[config.mk]
export PLATFORM = sky130hd
export DESIGN_NAME = img_window_scan
export DESIGN_NICKNAME = d
export VERILOG_FILES = /design/src/rtl/img_scan_pkg.sv /design/src/rtl/scan_timing.sv /design/src/rtl/scan_pixel_path.sv /design/src/rtl/img_window_scan.sv
export SDC_FILE = /design/constraint.sdc
export NUM_CORES = 1
export LEC_CHECK = 0
export ABC_AREA = 1
export BUFFER_PORTS_ARGS = -buffer_cell sky130_fd_sc_hd__buf_4
export CORE_MARGIN = 8
export CORE_UTILIZATION = 50
export DETAILED_ROUTE_END_ITERATION = 10
export PLACE_DENSITY = 0.71
export SYNTH_ARGS = -nofsm -noshare
export SYNTH_HDL_FRONTEND = slang
export SYNTH_SLANG_ARGS = --single-unit
[constraint.sdc]
create_clock -name clk -period 2.03 [get_ports clk]
set_input_delay 0.406 -clock clk [delete_from_list [all_inputs] [get_ports clk]]
set_output_delay 0.406 -clock clk [all_outputs]
set_load 0.02 [all_outputs]
[src/rtl/img_scan_pkg.sv]
package img_scan_pkg;
  // Strobes passed from the raster timing to the pixel datapath.
  typedef struct packed {
    logic pixEn;     // one-clock pixel enable
    logic inWin;     // current position lies inside the image window
    logic hSyncOn;   // current position lies in the horizontal sync interval
    logic vSyncOn;   // current line lies in the vertical sync interval
    logic frameEnd;  // current position is the last of the frame
  } scanStrobes_t;
endpackage

[src/rtl/scan_timing.sv]
module scan_timing
  import img_scan_pkg::*;
#(
  parameter int DIV    = 4,
  parameter int H_VIS  = 640,
  parameter int H_FP   = 16,
  parameter int H_SYNC = 96,
  parameter int H_BP   = 48,
  parameter int V_VIS  = 480,
  parameter int V_FP   = 10,
  parameter int V_SYNC = 2,
  parameter int V_BP   = 33,
  parameter int IMG_W  = 300,
  parameter int IMG_H  = 300,
  parameter int X0     = 170,
  parameter int Y0     = 90
) (
  input  logic         clk,
  input  logic         rstN,
  output scanStrobes_t strb
);
  localparam int HT = H_VIS + H_FP + H_SYNC + H_BP;
  localparam int VT = V_VIS + V_FP + V_SYNC + V_BP;
  localparam int HW = $clog2(HT);
  localparam int VW = $clog2(VT);
  localparam int DW = (DIV > 2) ? $clog2(DIV) : 1;

  localparam logic [DW-1:0] DIV_LAST = DW'(DIV - 1);
  localparam logic [HW-1:0] H_LAST   = HW'(HT - 1);
  localparam logic [VW-1:0] V_LAST   = VW'(VT - 1);
  localparam logic [HW-1:0] HS_LO    = HW'(H_VIS + H_FP);
  localparam logic [HW-1:0] HS_HI    = HW'(H_VIS + H_FP + H_SYNC);
  localparam logic [VW-1:0] VS_LO    = VW'(V_VIS + V_FP);
  localparam logic [VW-1:0] VS_HI    = VW'(V_VIS + V_FP + V_SYNC);
  localparam logic [HW-1:0] WX_LO    = HW'(X0);
  localparam logic [HW-1:0] WX_HI    = HW'(X0 + IMG_W);
  localparam logic [VW-1:0] WY_LO    = VW'(Y0);
  localparam logic [VW-1:0] WY_HI    = VW'(Y0 + IMG_H);

  logic [DW-1:0] divCnt;
  logic [HW-1:0] hCnt;
  logic [VW-1:0] vCnt;
  logic          pixEn, hLast, vLast;

  assign pixEn = (divCnt == DIV_LAST);
  assign hLast = (hCnt == H_LAST);
  assign vLast = (vCnt == V_LAST);

  always_ff @(posedge clk) begin
    if (!rstN) begin
      divCnt <= '0;
      hCnt   <= '0;
      vCnt   <= '0;
    end else begin
      divCnt <= pixEn ? '0 : divCnt + 1'b1;
      if (pixEn) begin
        hCnt <= hLast ? '0 : hCnt + 1'b1;
        if (hLast) vCnt <= vLast ? '0 : vCnt + 1'b1;
      end
    end
  end

  always_comb begin
    strb.pixEn    = pixEn;
    strb.inWin    = (hCnt >= WX_LO) && (hCnt < WX_HI) &&
                    (vCnt >= WY_LO) && (vCnt < WY_HI);
    strb.hSyncOn  = (hCnt >= HS_LO) && (hCnt < HS_HI);
    strb.vSyncOn  = (vCnt >= VS_LO) && (vCnt < VS_HI);
    strb.frameEnd = hLast && vLast;
  end
endmodule

[src/rtl/scan_pixel_path.sv]
module scan_pixel_path
  import img_scan_pkg::*;
#(
  parameter int IMG_W = 300,
  parameter int IMG_H = 300,
  parameter int AW    = $clog2(IMG_W * IMG_H)
) (
  input  logic          clk,
  input  logic          rstN,
  input  scanStrobes_t  strb,
  input  logic [11:0]   memData,
  output logic [AW-1:0] memAddr,
  output logic          hSyncN,
  output logic          vSyncN,
  output logic [3:0]    red,
  output logic [3:0]    green,
  output logic [3:0]    blue
);
  localparam logic [AW-1:0] ADDR_LAST = AW'(IMG_W * IMG_H - 1);

  logic [AW-1:0] addrQ;
  logic [11:0]   pixQ;

  // Address of the pixel under the beam; advances once per window pixel.
  always_ff @(posedge clk) begin
    if (!rstN) begin
      addrQ <= '0;
    end else if (strb.pixEn) begin
      if (strb.frameEnd)
        addrQ <= '0;
      else if (strb.inWin && (addrQ != ADDR_LAST))
        addrQ <= addrQ + 1'b1;
    end
  end

  // Output stage: data for the current position is ready by the period end.
  always_ff @(posedge clk) begin
    if (!rstN) begin
      pixQ   <= '0;
      hSyncN <= 1'b1;
      vSyncN <= 1'b1;
    end else if (strb.pixEn) begin
      pixQ   <= strb.inWin ? memData : 12'h000;
      hSyncN <= ~strb.hSyncOn;
      vSyncN <= ~strb.vSyncOn;
    end
  end

  assign memAddr = addrQ;
  assign red     = pixQ[11:8];
  assign green   = pixQ[7:4];
  assign blue    = pixQ[3:0];
endmodule

[src/rtl/img_window_scan.sv]
module img_window_scan
  import img_scan_pkg::*;
#(
  parameter int DIV    = 4,
  parameter int H_VIS  = 640,
  parameter int H_FP   = 16,
  parameter int H_SYNC = 96,
  parameter int H_BP   = 48,
  parameter int V_VIS  = 480,
  parameter int V_FP   = 10,
  parameter int V_SYNC = 2,
  parameter int V_BP   = 33,
  parameter int IMG_W  = 300,
  parameter int IMG_H  = 300,
  parameter int X0     = 170,
  parameter int Y0     = 90,
  parameter int AW     = $clog2(IMG_W * IMG_H)
) (
  input  logic          clk,
  input  logic          rstN,
  input  logic [11:0]   memData,
  output logic [AW-1:0] memAddr,
  output logic          hSyncN,
  output logic          vSyncN,
  output logic [3:0]    red,
  output logic [3:0]    green,
  output logic [3:0]    blue
);
  scanStrobes_t strb;

  scan_timing #(
    .DIV(DIV), .H_VIS(H_VIS), .H_FP(H_FP), .H_SYNC(H_SYNC), .H_BP(H_BP),
    .V_VIS(V_VIS), .V_FP(V_FP), .V_SYNC(V_SYNC), .V_BP(V_BP),
    .IMG_W(IMG_W), .IMG_H(IMG_H), .X0(X0), .Y0(Y0)
  ) u_timing (
    .clk (clk),
    .rstN(rstN),
    .strb(strb)
  );

  scan_pixel_path #(
    .IMG_W(IMG_W), .IMG_H(IMG_H), .AW(AW)
  ) u_path (
    .clk    (clk),
    .rstN   (rstN),
    .strb   (strb),
    .memData(memData),
    .memAddr(memAddr),
    .hSyncN (hSyncN),
    .vSyncN (vSyncN),
    .red    (red),
    .green  (green),
    .blue   (blue)
  );
endmodule

# Word-level counts from Yosys, hierarchy flattened
# Cells that the tools add are included.
dict set report totals {
  inputBits 14
  ff_bits 53
}
dict set report op_classes {
  reduce_logical 11
  muxes 5
  magnitude_cmp 8
  eq_ne 4
  add_sub_neg 4
  bitwise 3
}
# op n
set ops {}
lappend ops {{$mux W17} 2}
lappend ops {{$lt A10 B9 Y1 const B} 3}
lappend ops {{$add A10 B1 Y10 const B} 2}
lappend ops {{$eq A10 B10 Y1 const B} 2}
lappend ops {{$mux W10} 2}
lappend ops {{$add A17 B1 Y17 const B} 1}
lappend ops {{$ne A17 B17 Y1 const B} 1}
lappend ops {{$mux W12} 1}
lappend ops {{$ge A10 B10 Y1 const B} 1}
lappend ops {{$ge A10 B7 Y1 const B} 1}
lappend ops {{$ge A10 B8 Y1 const B} 1}
lappend ops {{$ge A10 B9 Y1 const B} 1}
lappend ops {{$lt A10 B10 Y1 const B} 1}
lappend ops {{$logic_and A1 B1 Y1} 7}
lappend ops {{$reduce_and A2 Y1} 2}
lappend ops {{$not A1 Y1} 3}
lappend ops {{$add A2 B1 Y2 const B} 1}
lappend ops {{$eq A2 B2 Y1 const B} 1}
lappend ops {{$reduce_bool A2 Y1} 1}
lappend ops {{$reduce_or A2 Y1} 1}

# Depth between registers and ports, before layout
dict set report depth {
  word_depth 7
  depth_mapped 13
  ltp_nobuf 12
}

# Cells and area by module
# From an unflattened synthesis, not the netlist that was laid out.
dict set report unflattened {
  cells_unflattened 471
  hier_area_um2 3049.2
}
# mod cells_each area_per_inst_um2 instances
set by_module_without_submodules {}
lappend by_module_without_submodules {scan_pixel_path 251 1620.3 1}
lappend by_module_without_submodules {scan_timing 220 1428.9 1}

# Worst setup path after synthesis
# Ideal clock, no wire load.
dict set report synth_path {
  path_kind {flip-flop to flip-flop}
  from {reg u_path.addrQ[0] (netlist: u_path.memAddr[0])}
  to {reg u_path.addrQ[15] (netlist: u_path.memAddr[15])}
  arrival_ps 1545
  stages_incl_launch_ff 12
  synth_period_minus_slack_ps 1657
  path_slack_ps 373
  cell_sequence {dfxtp_1 -> ha_1 -> nand3_1 -> nor2_1 -> nand3_1 -> nand3_2 -> nand2_4 -> nand2_2 -> buf_6 -> nand2_2 -> nand2_1 -> nor2_1}
}
dict set report synth_between {
  elab_chain_cells 4
  word_cells_on_any_way 7
  classes_between {add/sub: 1; eq/ne: 1; mux: 2; reduce/logical: 3}
}
# item line_no
set synth_lines {}
lappend synth_lines {{start: declaration} scan_pixel_path.sv:21} ;# logic [AW-1:0] addrQ;
lappend synth_lines {{start signal: assignment} scan_pixel_path.sv:32} ;# addrQ <= addrQ + 1'b1;
lappend synth_lines {{parallel branches: the longest is 4 deep, another holds $add A17 B1 Y17} -}
# Parallel ways; which one is timed is not known. The select of a mux whose other input is x is not followed.
# A chain may end at the register's enable or synchronous reset.

# Worst setup path after layout
dict set report layout_path {
  from {reg u_path.addrQ[1] (netlist: u_path.memAddr[1])}
  to {reg u_path.addrQ[16] (netlist: u_path.memAddr[16])}
}
# The elaborated chain is that of the path after synthesis.

==> reports/qor.csv <==
metric,value,unit
status,"complete, no violations",
GP Congestion,0.932,
per-cell routed wire length,12.9,µm
all-layer global routing usage,16.7,%
overflow left after global routing,0,
Hold Buf Count CTS,0,
post-synthesis cell area,3010,µm²
normalized max-slew margin,69.5,%
min cycle time layout,1.85,ns
initial antenna violation count,0,
CP Launch Type,flop,
Layout Cells excl Fill,574,
largest net degree at the start of global routing,26,
layout cell share with drive strength beyond 1,17.4,%
CP max FO,11,
CTS tree,done,
Max Buffers Root-to-Sink,2,
fin crit share,91.3,%
Routed Antenna Nets,0,
Slew @ Worst Pin,0.457,ns
endpoints failing hold,0,
Crit path buffers/inverters,0,
Post-Synth XOR/XNOR Area,2.62,%
CTS buffer count,5,
Synth Area in Compound Gates,9.24,%
Top delay family on crit path,simple AND/OR/NAND/NOR gates,
simple-gate share of the synthesized area,40.8,%
final WL,7.41,mm
"most common cell after layout, fill and taps aside",nand2_1,
first-pass GRT wire length,12.1,mm
cell chain of the critical path,ha_1 > nand3_1 > nor2_1 > nand3_1 > nand3_2 > nand2_4 > nand2_2 > nand2_1 > a21oi_1,
total core area,5850,µm²
Iter 0 DRT Violations,141,
Pwr Density,506,nW/µm²
area of the die,8750,µm²
synth warn,0,
fin. max-slew vios,0,
Peak VDD IR,274,µV
Sink Count,53,
top-level port count,45,
CP dominant cell by count,nand3_1,
async set or reset register ratio after synthesis,0,%
RSZ-0062 raised after global routing,false,
Fin Setup TNS,0,ns
post-synthesis mux area share,0,%
Hold Path Class,in2reg,
vias in the first global route,2635,
Top Usage Layer GRT,met2,
data required time of the critical path,2.27,ns
placed cells,566,
HPWL Detailed,5.48,mm
adder-cell share of the synthesized area,2.50,%
DP Area,3390,µm²
"CTS clk-pin slew, worst paths",0.11,ns
1st-pass router iterations,5,
Register Area,1060,µm²
port bufs,44,
crit path max-delay cell type,dfxtp_1,
Global Route met3 Usage,3.53,%
post-cts sizing count,0,
"commonest cells after routing, fill and taps aside","111 x nand2_1, 64 x nor2_1, 53 x dfxtp_1, 47 x buf_4, 44 x inv_1",
residual DRC count,0,
vias,2971,
met2 Use GR,30.1,%
largest family of logic cells by synthesized area,simple AND/OR/NAND/NOR gates,
sequential share of the synthesized area,35.3,%
CP arrival,2.10,ns
syn_nets,477,
critical path's largest stage delay,0.45,ns
H-tree depth,2,
effective utilization at floorplan,51.4,%
post-synthesis sequential element count,53,
nets,518,
Syn Inst Count,457,
distinct cell type count after synthesis,33,
Critical Path End Type,flop,
Via-to-Cell Ratio,5.18,
Final Setup Violations,0,
fin util,59.6,%
syn avg cell area,6.58,µm²
Post-CTS Setup Inserts,0,
ys flop type,dfxtp_1,
cell at the root of the clock tree,clkbuf_8,
"EDFF count, synth",0,
# rows,28,
die width,93.5,µm
die height,93.5,µm
fmax,540,MHz
Final Instance Area,3490,µm²
area grow syn2layout,16.0,%
ANT cells,0,
P_leak,1.46,nW
Multi-input gate area,1660,µm²
worst-skew pair later-pin latency,0.32,ns
Max Cap Viol,0,
Clock Skews,0.0118,ns
GR Util met1,19.6,%
Layout fillers,583,
WS Path Type,reg2reg,
-- routing by layer --
metal	wire, µm	part of all wire [%]	up-vias
met2	3730	50	49
met4	61	0.82	0
li1	-	-	1552
met3	336	4.5	7
met1	3280	44	1363
met5	0	0	-
-- power breakdown --
group          internal [mW]  switching [mW]
sequential              1.05         0.00291
clock                  0.250           0.381
combinational         0.0318          0.0543
total                   1.33           0.438
-- flip-flops by register name (all words and copies together) (netlist names) --
register	flops
u_timing.divCnt	2
u_path.pixQ	12
u_path.memAddr	17
u_path.hSyncN	1
u_timing.vCnt	10
u_timing.hCnt	10
u_path.vSyncN	1
-- synthesized netlist by cell type, types with 2 or more instances --
library cell / instances / share of area (%)
nor2_1: 64 / 8.0
nand2_2: 6 / 1.2
clkbuf_1: 6 / 0.75
ha_1: 6 / 2.5
inv_2: 10 / 1.2
nand3_1: 42 / 7.0
nor3_4: 2 / 1.1
buf_6: 3 / 1.1
nand4_1: 14 / 2.9
buf_2: 4 / 0.67
inv_1: 44 / 5.5
a31oi_1: 2 / 0.42
xor2_1: 9 / 2.6
nand2_4: 2 / 0.75
nor2_2: 4 / 0.83
o21ai_0: 23 / 3.8
nand2_1: 111 / 14
a21oi_1: 22 / 3.7
dfxtp_1: 53 / 35
o21a_1: 2 / 0.50
o21ai_1: 2 / 0.33
nor3b_1: 2 / 0.50
nor3_1: 12 / 2.0
nor3_2: 3 / 1.0
-- through the flow --
stage	setup WS, ns	power [mW]	hold WS (ns)
after floorplan	0.373	1.12	0.399
after global placement	0.264	1.16	0.406
after detailed placement	0.194	1.16	0.416
after CTS	0.160	1.78	0.355
after global routing	0.0268	1.82	0.370
final	0.177	1.77	0.354
-- tightest hold or removal path, delay by kind of cell --
family | cells | cell delay (ns)
buf+inv | 1 | 0.11
compound gates | 1 | 0.07
simple gates | 1 | 0.05
-- area by class of cell --
| cell class | instances | area share, % |
|---|---|---|
| Multi-Input combinational cell | 335 | 47.5 |
| Clock inverter | 3 | 0.718 |
| Clock buffer | 5 | 1.97 |
| Inverter | 55 | 5.96 |
| Sequential cell | 53 | 30.4 |
| Tap cell | 75 | 2.69 |
| Timing Repair Buffer | 48 | 10.7 |
-- final timing paths --
path / depth (start not counted) / start / to / slack, ns
max: 9 / u_path.memAddr[1]$_SDFFE_PN0P_ / u_path.memAddr[16]$_SDFFE_PN0P_ / 0.18
min: 3 / memData[6] / u_path.pixQ[6]$_SDFFE_PN0P_ / 0.35
max reg2reg: 9 / u_path.memAddr[1]$_SDFFE_PN0P_ / u_path.memAddr[16]$_SDFFE_PN0P_ / 0.18
min reg2reg: 1 / u_timing.divCnt[0]$_SDFF_PP0_ / u_timing.divCnt[0]$_SDFF_PP0_ / 0.43
-- logic make-up after synthesis --
group / count (synthesis)
and+or+nand+nor: 267
buffers and inverters: 69
AOI/OAI and AO/OA: 53
DFF: 53
xor gates and xnor gates: 9
adders and majority gates: 6
(Power assumes the default switching activity.)
